[src/rtl/rearr_pkg.sv]
`timescale 1ns/1ps
package rearr_pkg;

  typedef enum logic [3:0] {
    ST_IDLE,
    ST_CNT_CAM_RD,
    ST_CNT_CAM_EV,
    ST_CNT_WAY_RD,
    ST_CNT_WAY_EV,
    ST_DECIDE,
    ST_SWP_CAM_RD,
    ST_SWP_CAM_EV,
    ST_SWP_WAY_RD,
    ST_SWP_WAY_EV,
    ST_SET_END,
    ST_DONE
  } rearr_state_e;

  // strobes from control to datapath
  typedef struct packed {
    logic initRun;
    logic restartScan;
    logic incCam;
    logic incCnt3;
    logic incCnt4;
    logic shiftMask;
    logic clrWay;
    logic incWay;
    logic loadReg1;
    logic clrUsed;
    logic markUsed;
    logic incSet;
    logic swapWr;
  } rearr_strobe_t;

  // status from datapath to control
  typedef struct packed {
    logic camValid;
    logic camSetHit;
    logic camPass;
    logic wayValid;
    logic wayPass;
    logic wayUsed;
    logic camLast;
    logic wayLast;
    logic setLast;
    logic countOk;
  } rearr_status_t;

endpackage

[src/rtl/rearr_dpath.sv]
`timescale 1ns/1ps
module rearr_dpath
  import rearr_pkg::*;
#(
  parameter int ADDR_W    = 8,
  parameter int SET_W     = 2,
  parameter int MASK_W    = 3,
  parameter int CAM_DEPTH = 4,
  parameter int WAYS      = 2
) (
  input  logic                                        clk,
  input  logic                                        rstN,
  input  rearr_strobe_t                               strb,
  input  logic [ADDR_W-1:0]                           camRdTag,
  input  logic                                        camRdBad,
  input  logic                                        camRdFree,
  input  logic [ADDR_W-SET_W-1:0]                     cacheRdTag,
  input  logic                                        cacheRdBad,
  input  logic                                        cacheRdFree,
  output rearr_status_t                               stat,
  output logic [(CAM_DEPTH > 1 ? $clog2(CAM_DEPTH) : 1)-1:0] camAddr,
  output logic [ADDR_W-1:0]                           camWrTag,
  output logic [SET_W-1:0]                            cacheSet,
  output logic [(WAYS > 1 ? $clog2(WAYS) : 1)-1:0]    cacheWay,
  output logic [ADDR_W-SET_W-1:0]                     cacheWrTag,
  output logic [MASK_W-1:0]                           finalMask
);

  localparam int TAG_W  = ADDR_W - SET_W;
  localparam int CAM_AW = (CAM_DEPTH > 1) ? $clog2(CAM_DEPTH) : 1;
  localparam int WAY_AW = (WAYS > 1) ? $clog2(WAYS) : 1;
  localparam int CNT_W  = $clog2(CAM_DEPTH + WAYS + 1);

  logic [MASK_W-1:0] mask;
  logic [SET_W-1:0]  setCnt;
  logic [CNT_W-1:0]  cnt3;
  logic [CNT_W-1:0]  cnt4;
  logic [ADDR_W-1:0] reg1;
  logic [CAM_AW-1:0] camIdx;
  logic [WAY_AW-1:0] wayIdx;
  logic [WAYS-1:0]   usedWays;
  logic              reg1Pass;

  // mask register: all ones at start, only ever loses ones
  always_ff @(posedge clk or negedge rstN) begin
    if (!rstN) begin
      mask <= '1;
    end else if (strb.initRun) begin
      mask <= '1;
    end else if (strb.shiftMask) begin
      mask <= mask << 1;
    end
  end

  // set counter
  always_ff @(posedge clk or negedge rstN) begin
    if (!rstN) begin
      setCnt <= '0;
    end else if (strb.initRun) begin
      setCnt <= '0;
    end else if (strb.incSet) begin
      setCnt <= setCnt + SET_W'(1);
    end
  end

  // counters and CAM scan index
  always_ff @(posedge clk or negedge rstN) begin
    if (!rstN) begin
      cnt3   <= '0;
      cnt4   <= '0;
      camIdx <= '0;
    end else if (strb.restartScan) begin
      cnt3   <= '0;
      cnt4   <= '0;
      camIdx <= '0;
    end else begin
      if (strb.incCnt3) cnt3 <= cnt3 + CNT_W'(1);
      if (strb.incCnt4) cnt4 <= cnt4 + CNT_W'(1);
      if (strb.incCam)  camIdx <= camIdx + CAM_AW'(1);
    end
  end

  // way scan index and holding register
  always_ff @(posedge clk or negedge rstN) begin
    if (!rstN) begin
      wayIdx <= '0;
      reg1   <= '0;
    end else begin
      if (strb.clrWay)      wayIdx <= '0;
      else if (strb.incWay) wayIdx <= wayIdx + WAY_AW'(1);
      if (strb.loadReg1)    reg1 <= camRdTag;
    end
  end

  // one "already swapped in" bit per way
  for (genvar w = 0; w < WAYS; w++) begin : g_used
    always_ff @(posedge clk or negedge rstN) begin
      if (!rstN) begin
        usedWays[w] <= 1'b0;
      end else if (strb.clrUsed) begin
        usedWays[w] <= 1'b0;
      end else if (strb.markUsed && (wayIdx == WAY_AW'(w))) begin
        usedWays[w] <= 1'b1;
      end
    end
  end

  // evaluation of returned read data
  always_comb begin
    stat           = '0;
    stat.camValid  = !camRdBad && !camRdFree;
    stat.camSetHit = (camRdTag[SET_W-1:0] == setCnt);
    stat.camPass   = ((camRdTag[ADDR_W-1 -: MASK_W] & mask) == mask);
    stat.wayValid  = !cacheRdBad && !cacheRdFree;
    stat.wayPass   = ((cacheRdTag[TAG_W-1 -: MASK_W] & mask) == mask);
    stat.wayUsed   = usedWays[wayIdx];
    stat.camLast   = (camIdx == CAM_AW'(CAM_DEPTH - 1));
    stat.wayLast   = (wayIdx == WAY_AW'(WAYS - 1));
    stat.setLast   = &setCnt;
    stat.countOk   = (cnt4 >= cnt3);
  end

  assign reg1Pass   = ((reg1[ADDR_W-1 -: MASK_W] & mask) == mask);
  assign camAddr    = camIdx;
  assign camWrTag   = {cacheRdTag, setCnt};
  assign cacheSet   = setCnt;
  assign cacheWay   = wayIdx;
  assign cacheWrTag = reg1[ADDR_W-1:SET_W];
  assign finalMask  = mask;

  AST_MASK_MONOTONIC: assert property (@(posedge clk) disable iff (!rstN)
    !strb.initRun |=> ((mask & ~$past(mask)) == '0));

  AST_SHIFT_ONLY_SHORT: assert property (@(posedge clk) disable iff (!rstN)
    strb.shiftMask |-> (cnt4 < cnt3));

  AST_NO_OVERFLOW: assert property (@(posedge clk) disable iff (!rstN)
    (strb.incCnt4 || strb.incCnt3) |-> ((cnt4 != '1) && (cnt3 != '1)));

  AST_SWAP_SOURCE: assert property (@(posedge clk) disable iff (!rstN)
    strb.swapWr |-> ((reg1[SET_W-1:0] == setCnt) && !reg1Pass));

endmodule

[src/rtl/rearr_ctrl.sv]
`timescale 1ns/1ps
module rearr_ctrl
  import rearr_pkg::*;
(
  input  logic          clk,
  input  logic          rstN,
  input  logic          start,
  input  rearr_status_t stat,
  output rearr_strobe_t strb,
  output logic          camRdEn,
  output logic          cacheRdEn,
  output logic          done
);

  rearr_state_e st;
  rearr_state_e nxt;
  logic         moveOn;

  always_ff @(posedge clk or negedge rstN) begin
    if (!rstN) st <= ST_IDLE;
    else       st <= nxt;
  end

  always_comb begin
    strb      = '0;
    nxt       = st;
    camRdEn   = 1'b0;
    cacheRdEn = 1'b0;
    moveOn    = 1'b0;
    case (st)
      ST_IDLE, ST_DONE: begin
        if (start) begin
          strb.initRun     = 1'b1;
          strb.restartScan = 1'b1;
          nxt              = ST_CNT_CAM_RD;
        end
      end
      ST_CNT_CAM_RD: begin
        camRdEn = 1'b1;
        nxt     = ST_CNT_CAM_EV;
      end
      ST_CNT_CAM_EV: begin
        if (stat.camValid && stat.camSetHit) begin
          strb.incCnt3 = 1'b1;
          strb.incCnt4 = stat.camPass;
        end
        if (stat.camLast) begin
          strb.clrWay = 1'b1;
          nxt         = ST_CNT_WAY_RD;
        end else begin
          strb.incCam = 1'b1;
          nxt         = ST_CNT_CAM_RD;
        end
      end
      ST_CNT_WAY_RD: begin
        cacheRdEn = 1'b1;
        nxt       = ST_CNT_WAY_EV;
      end
      ST_CNT_WAY_EV: begin
        strb.incCnt4 = stat.wayValid && stat.wayPass;
        if (stat.wayLast) begin
          nxt = ST_DECIDE;
        end else begin
          strb.incWay = 1'b1;
          nxt         = ST_CNT_WAY_RD;
        end
      end
      ST_DECIDE: begin
        strb.restartScan = 1'b1;
        if (stat.countOk) begin
          strb.clrUsed = 1'b1;
          nxt          = ST_SWP_CAM_RD;
        end else begin
          strb.shiftMask = 1'b1;
          nxt            = ST_CNT_CAM_RD;
        end
      end
      ST_SWP_CAM_RD: begin
        camRdEn = 1'b1;
        nxt     = ST_SWP_CAM_EV;
      end
      ST_SWP_CAM_EV: begin
        if (stat.camValid && stat.camSetHit && !stat.camPass) begin
          strb.loadReg1 = 1'b1;
          strb.clrWay   = 1'b1;
          nxt           = ST_SWP_WAY_RD;
        end else begin
          moveOn = 1'b1;
        end
      end
      ST_SWP_WAY_RD: begin
        cacheRdEn = 1'b1;
        nxt       = ST_SWP_WAY_EV;
      end
      ST_SWP_WAY_EV: begin
        if (stat.wayValid && stat.wayPass && !stat.wayUsed) begin
          strb.swapWr   = 1'b1;
          strb.markUsed = 1'b1;
          moveOn        = 1'b1;
        end else if (stat.wayLast) begin
          moveOn = 1'b1;
        end else begin
          strb.incWay = 1'b1;
          nxt         = ST_SWP_WAY_RD;
        end
      end
      ST_SET_END: begin
        if (stat.setLast) begin
          nxt = ST_DONE;
        end else begin
          strb.incSet      = 1'b1;
          strb.restartScan = 1'b1;
          nxt              = ST_CNT_CAM_RD;
        end
      end
      default: nxt = ST_IDLE;
    endcase
    if (moveOn) begin
      if (stat.camLast) begin
        nxt = ST_SET_END;
      end else begin
        strb.incCam = 1'b1;
        nxt         = ST_SWP_CAM_RD;
      end
    end
  end

  assign done = (st == ST_DONE);

  AST_ONE_READ: assert property (@(posedge clk) disable iff (!rstN)
    !(camRdEn && cacheRdEn));

  AST_DONE_HOLDS: assert property (@(posedge clk) disable iff (!rstN)
    (done && !start) |=> done);

  AST_NO_WRITE_IDLE: assert property (@(posedge clk) disable iff (!rstN)
    done |-> !strb.swapWr);

endmodule

[src/rtl/ocam_rearrange.sv]
`timescale 1ns/1ps
module ocam_rearrange
  import rearr_pkg::*;
#(
  parameter int ADDR_W    = 8,
  parameter int SET_W     = 2,
  parameter int MASK_W    = 3,
  parameter int CAM_DEPTH = 4,
  parameter int WAYS      = 2,
  localparam int CAM_AW   = (CAM_DEPTH > 1) ? $clog2(CAM_DEPTH) : 1,
  localparam int WAY_AW   = (WAYS > 1) ? $clog2(WAYS) : 1,
  localparam int TAG_W    = ADDR_W - SET_W
) (
  input  logic              clk,
  input  logic              rstN,
  input  logic              start,
  output logic              done,
  output logic [MASK_W-1:0] finalMask,
  output logic              camRdEn,
  output logic              camWrEn,
  output logic [CAM_AW-1:0] camAddr,
  output logic [ADDR_W-1:0] camWrTag,
  input  logic [ADDR_W-1:0] camRdTag,
  input  logic              camRdBad,
  input  logic              camRdFree,
  output logic              cacheRdEn,
  output logic              cacheWrEn,
  output logic [SET_W-1:0]  cacheSet,
  output logic [WAY_AW-1:0] cacheWay,
  output logic [TAG_W-1:0]  cacheWrTag,
  input  logic [TAG_W-1:0]  cacheRdTag,
  input  logic              cacheRdBad,
  input  logic              cacheRdFree
);

  rearr_strobe_t strb;
  rearr_status_t stat;

  rearr_ctrl u_ctrl (
    .clk       (clk),
    .rstN      (rstN),
    .start     (start),
    .stat      (stat),
    .strb      (strb),
    .camRdEn   (camRdEn),
    .cacheRdEn (cacheRdEn),
    .done      (done)
  );

  rearr_dpath #(
    .ADDR_W    (ADDR_W),
    .SET_W     (SET_W),
    .MASK_W    (MASK_W),
    .CAM_DEPTH (CAM_DEPTH),
    .WAYS      (WAYS)
  ) u_dpath (
    .clk         (clk),
    .rstN        (rstN),
    .strb        (strb),
    .camRdTag    (camRdTag),
    .camRdBad    (camRdBad),
    .camRdFree   (camRdFree),
    .cacheRdTag  (cacheRdTag),
    .cacheRdBad  (cacheRdBad),
    .cacheRdFree (cacheRdFree),
    .stat        (stat),
    .camAddr     (camAddr),
    .camWrTag    (camWrTag),
    .cacheSet    (cacheSet),
    .cacheWay    (cacheWay),
    .cacheWrTag  (cacheWrTag),
    .finalMask   (finalMask)
  );

  assign camWrEn   = strb.swapWr;
  assign cacheWrEn = strb.swapWr;

endmodule

[config.mk]
export PLATFORM = sky130hd
export DESIGN_NAME = ocam_rearrange
export DESIGN_NICKNAME = d
export VERILOG_FILES = /design/src/rtl/rearr_pkg.sv /design/src/rtl/rearr_dpath.sv /design/src/rtl/rearr_ctrl.sv /design/src/rtl/ocam_rearrange.sv
export SDC_FILE = /design/constraint.sdc
export NUM_CORES = 1
export LEC_CHECK = 0
export BUFFER_PORTS_ARGS = -buffer_cell sky130_fd_sc_hd__buf_2
export CAP_MARGIN = 40
export CELL_PAD_IN_SITES_DETAIL_PLACEMENT = 1
export CELL_PAD_IN_SITES_GLOBAL_PLACEMENT = 2
export CORE_MARGIN = 1
export CORE_UTILIZATION = 32
export CTS_BUF_LIST = sky130_fd_sc_hd__clkbuf_2
export DETAILED_ROUTE_END_ITERATION = 7
export PLACE_DENSITY_LB_ADDON = 0.1
export SYNTH_ARGS = -nofsm -noshare
export SYNTH_HDL_FRONTEND = slang
export SYNTH_HIERARCHICAL = 1
export SYNTH_SLANG_ARGS = --single-unit
export TNS_END_PERCENT = 5
[constraint.sdc]
create_clock -name clk -period 2.14 [get_ports clk]
set_clock_uncertainty 0.05 [all_clocks]
set_input_delay 0.214 -clock clk [delete_from_list [all_inputs] [get_ports clk]]
set_output_delay 0.214 -clock clk [all_outputs]
set_load 0.1 [all_outputs]
* After elaboration in Yosys (flattened, before gate mapping) *
Index checks and enable logic that the tools add are counted.

word-level totals
  register bits = 28
  word-level logic and storage cells = 126
  output and inout port bits = 27
  bits of input ports = 21

cells by class
  add/subtract/negate cells = 5
  bitwise gates (word level) = 3
  equal/unequal tests = 19
  reduce and logical (&&, ||, !) cells = 28
  muxes and demuxes = 59
  $lt $le $gt $ge = 2

operator list
  kind                                                                     number
  4-bit one-hot mux with 11 select lines                                   1
  1-bit 2-to-1 mux                                                         30
  4-bit 2-to-1 mux                                                         7
  3-bit 2-to-1 mux                                                         8
  4-bit by 3-bit equality test with 1-bit output, second input constant    4
  4-bit equality test, second input constant                               4
  2-bit 2-to-1 mux                                                         8
  2-bit nonzero test                                                       8
  4-bit by 2-bit equality test with 1-bit output, second input constant    2
  1-bit logical AND                                                        8
  1-bit one-hot mux with 2 select lines                                    4
  3-bit by 1-bit adder with 3-bit output, second input constant            2
  3-bit AND                                                                2
  3-bit equality test                                                      2
  1-bit zero test                                                          6
  3-bit by 2-bit inequality test with 1-bit output, second input constant  2
  2-bit OR reduction                                                       3
  2-bit by 1-bit adder with 2-bit output, second input constant            2
  4-bit by 1-bit equality test with 1-bit output, second input constant    1
  4-bit zero test                                                          1
  4-bit AND reduction                                                      1
  3-bit >= comparator                                                      1
  3-bit by 1-bit inequality test with 1-bit output, second input constant  1
  3-bit inequality test, second input constant                             1
  7 further kinds                                                          7

* Longest topological paths before layout *
  depth in word-level cells = 9
  depth in mapped cells = 8
  depth with buffers taken out = 8

* Cells and area by module *
The synthesis kept the hierarchy.

modules (own cells, without submodules)
  module          instances  cells an instance  sequential area each (um^2)  area an instance (um^2)
  rearr_dpath     1          103                554.3                        1154.9
  rearr_ctrl      1          81                 100.1                        601.8
  ocam_rearrange  1          1                  0.0                          7.5

* Worst setup path before layout *
OpenSTA, ideal clock, no wires.

  path type = flip-flop to output port
  start = register u_dpath.wayIdx, in the netlist u_dpath/cacheWay
  end = output port camWrEn
  required time = 1.876 ns
  cell stages (with the launch flop) = 5
  path buffers = 1
  setup slack = -3.133 ns
  arrival = 5.009 ns
  path through = dfrtp_1 o21ai_0 nand3b_1 nor4_1 buf_4

RTL lines
  element                 line                  text
  from (decl)             rearr_dpath.sv:40     logic [WAY_AW-1:0] wayIdx;
  from (signal assigned)  rearr_dpath.sv:90     else if (strb.incWay) wayIdx <= wayIdx + WAY_AW'(1);
  to (decl)               ocam_rearrange.sv:20  output logic camWrEn,

==> impl_metrics.toml <==
[worst_hold_path]
hold_end = "u_ctrl/st[0]"
worstHoldPathCells = 4
min_from = "start"
hold_path.class = "in2reg"

[grt]
grt_pass1_wl_um = 8204
grt_overflow = 0
grt_max_degree = 27
grt_pass1_vias = 1594
grt_use_total = 0.1801
grt_antenna_before_repair = 0

[clock_network]
clock_path_buffers = 2
cts_root_buffer = "clkbuf_2"
clk_latency_ns = 0.38
cts_tree = "done"
path_clk_slew_ns = 0.26
cts_sinks = 26
cts_max_level = 1
cts_made_buffers = 3

[critical_path]
ff2ff_path_depth = 6
crit-reg2reg-launch = "u_dpath/finalMask[0]"
worstPathRequired_ns = 1.88
cp-end-kind = "output pin"
critPathLaunchType = "flip-flop"
arrival_ns = 2.13
critPathMaxFanout = 3
reg2reg_to = "u_dpath/reg1[3]"
r2r_slack_ns = 0.10
criticalPathCategory = "reg2out"

[run]
drv_cap = 0

[timing]
slew_headroom = 0.5986
slew_violations = 0
finalWorstSetupSlack_ns = -0.2540
finalSetupViolCount = 2
fmax_mhz = 417.7
rsz0062_at_grt = "yes"
final.min_clock_period_ns = 2.394
finalHoldViolations = 0
tightest_slew_ns = 0.6021
period_share = 1.119

[die]
die_w_um = 76.25
die-area_um2 = 5814
core_um2 = 5205
ioPinCount = 48
initial_core_util = 0.3389
placementRows = 26
dieHeight_um = 76.25

[place]
place_ws_ns = 0.09709
placed_area_um2 = 2122
globalplace.congestion = 0.8179
io_buffer_count = 41
hpwlAfterDp_um = 3712

[routing]
drtPass1Iterations = 4
drt_iter0_drc = 53
antenna_left = 0
drc_errors = 0
wire_per_inst_um = 15.81
finalWirelength_um = 4837
via_per_inst = 4.951
via_count = 1515

[layout]
multiInputGateArea_um2 = 958.4
drive_above_1_share = 0.3898
syn2layout_area_growth_pct = 28.51
layout.nets = 265
register_area_um2 = 664.4
fill_cells = 627
design_area_um2 = 2267
diodes = 0

[logic_synthesis]
syn-num-nets = 213
ys_warn_count = 6
syn-cell-area_um2 = 1764
syn_area_per_cell_um2 = 9.536
ys_top_cells_by_area = "dfrtp_1 (33%), buf_4 (5.1%), mux2_4 (5.1%), ha_1 (5.0%), dfstp_2 (4.5%)"
synth_top_area_frac = 0.3262
synth_seq_area_share = 0.3709
ys_types = 47
synthCells = 185
yosysTopAreaCell = "dfrtp_1"
ys_ff_latch = 26

[outcome]
status = "finished, violations left"
failed_checks = "setup timing"
==> state kept, by name (all words and copies together), names as in the netlist <==
| signal | flops |
|---|---|
| u_dpath/reg1 | 6 |
| u_ctrl/st | 4 |
| u_dpath/cnt3 | 3 |
| u_dpath/cnt4 | 3 |
| u_dpath/finalMask | 3 |
| u_dpath/cacheSet | 2 |
| u_dpath/camAddr | 2 |
| u_dpath/usedWays | 2 |
| u_dpath/cacheWay | 1 |
==> Yosys cell counts (all sizes together) <==
| cell type | count |
|---|---|
| inv | 14 |
| o2111a | 1 |
| buf | 17 |
| mux2i | 4 |
| o22ai | 1 |
| nand3 | 3 |
| dfrtp | 23 |
| nor3b | 3 |
| o211ai | 1 |
| ha | 7 |
| and2b | 1 |
| or2 | 1 |
| o21a | 1 |
| mux2 | 6 |
| a22o | 3 |
| nand3b | 3 |
| nand2 | 8 |
| a21o | 1 |
| a222oi | 2 |
| xnor2 | 5 |
| a211o | 3 |
| a21bo | 2 |
| dfstp | 3 |
| and2 | 2 |
| a32oi | 1 |
| o2bb2ai | 1 |
| clkbuf | 2 |
| a22oi | 2 |
| nor2b | 4 |
| xor2 | 3 |
| and3 | 2 |
| nor2 | 21 |
| nand2b | 7 |
| a21oi | 10 |
| nor3 | 5 |
| a31oi | 3 |
| o21ai | 6 |
| or3 | 1 |
| nor4 | 2 |
==> final cells by class <==
type,count,share of cell area
Multi-Input combinational cell,126,0.4227
Sequential cell,26,0.2930
Timing Repair Buffer,66,0.2141
Tap cell,70,0.03863
Inverter,14,0.02318
Clock buffer,3,0.006623
Clock inverter,1,0.001656
==> worst max-delay path by stage <==
stage / start / end
global route: u_dpath/finalMask[0] / cacheWrEn
finish: u_dpath/finalMask[0] / camWrEn
global placement: u_dpath/finalMask[0] / u_dpath/camAddr[1]
detailed placement: u_dpath/finalMask[0] / u_dpath/camAddr[1]
floorplan: u_dpath/finalMask[0] / camWrEn
CTS: u_dpath/finalMask[0] / camWrEn
==> cells in the final DEF, fill, tap and decap left out, types with 3 or more instances in the layout <==
cell type | netlist | final
a211o_1 | 3 | 3
a21oi_1 | 10 | 8
a22o_1 | 3 | 3
buf_12 | 0 | 5
buf_2 | 3 | 36
buf_4 | 12 | 18
clkbuf_2 | 0 | 3
dfrtp_1 | 23 | 18
dfrtp_2 | 0 | 5
dlygate4sd3_1 | 0 | 7
ha_1 | 7 | 7
inv_1 | 14 | 14
mux2_4 | 6 | 6
mux2i_1 | 4 | 4
nand2_1 | 8 | 8
nand2b_1 | 6 | 5
nand3_1 | 3 | 3
nand3b_1 | 3 | 3
nor2_1 | 21 | 21
nor3_1 | 3 | 3
nor3b_1 | 3 | 3
o21ai_0 | 4 | 3
o21ai_1 | 2 | 3
xnor2_1 | 5 | 5
xor2_1 | 3 | 3
==> per-stage QoR <==
step / TNS [ns] / cells / hold WS, ns / utilization
4_1_cts: -0.6202 / 304 / 0.002657 / 0.4276
3_3_place_gp: 0 / 291 / 0.2071 / 0.4077
6_report: -0.5073 / 306 / 0.2423 / 0.4356
3_5_place_dp: 0 / 291 / 0.2178 / 0.4077
5_1_grt: -0.8958 / 306 / 0.1960 / 0.4356
2_1_floorplan: -4.206 / 185 / -0.1316 / -
==> repair_timing <==
item,CTS,global route
setup buffers,4,0
pin swaps,2,3
resized for setup,2,7
endpoints found under the hold margin,27,2
hold buffers,5,2
endpoints found under the setup margin,3,13
==> worst max-delay path: stages (launching register included) <==
cell      delay, ns
dfstp_4        0.53
a222oi_1       0.41
nand3b_1       0.17
buf_4          0.18
nor4_4         0.11
buf_4          0.18
buf_12         0.17
==> cells by family after synthesis <==
family                   after synthesis  synth area share
AO/OA/AOI/OAI                         38            0.1624
XOR/XNOR                               8           0.03972
adder cells (fa/ha/maj)                7           0.04964
buffers and inverters                 33            0.1064
flip-flops                            26            0.3709
multiplexers                          10           0.07376
AND/OR/NAND/NOR                       63            0.1972
==> layer usage <==
layer,vias up,share of wire,track usage
li1,729,-,-
met2,40,0.49,0.3081
met5,-,0,0
met3,12,0.042,0.04072
met4,0,0.024,0.05577
met1,734,0.44,0.2240
Power is left out: the tool's default activity adds up to more than one toggle a clock period on the data nets, which glitch-free logic cannot reach.
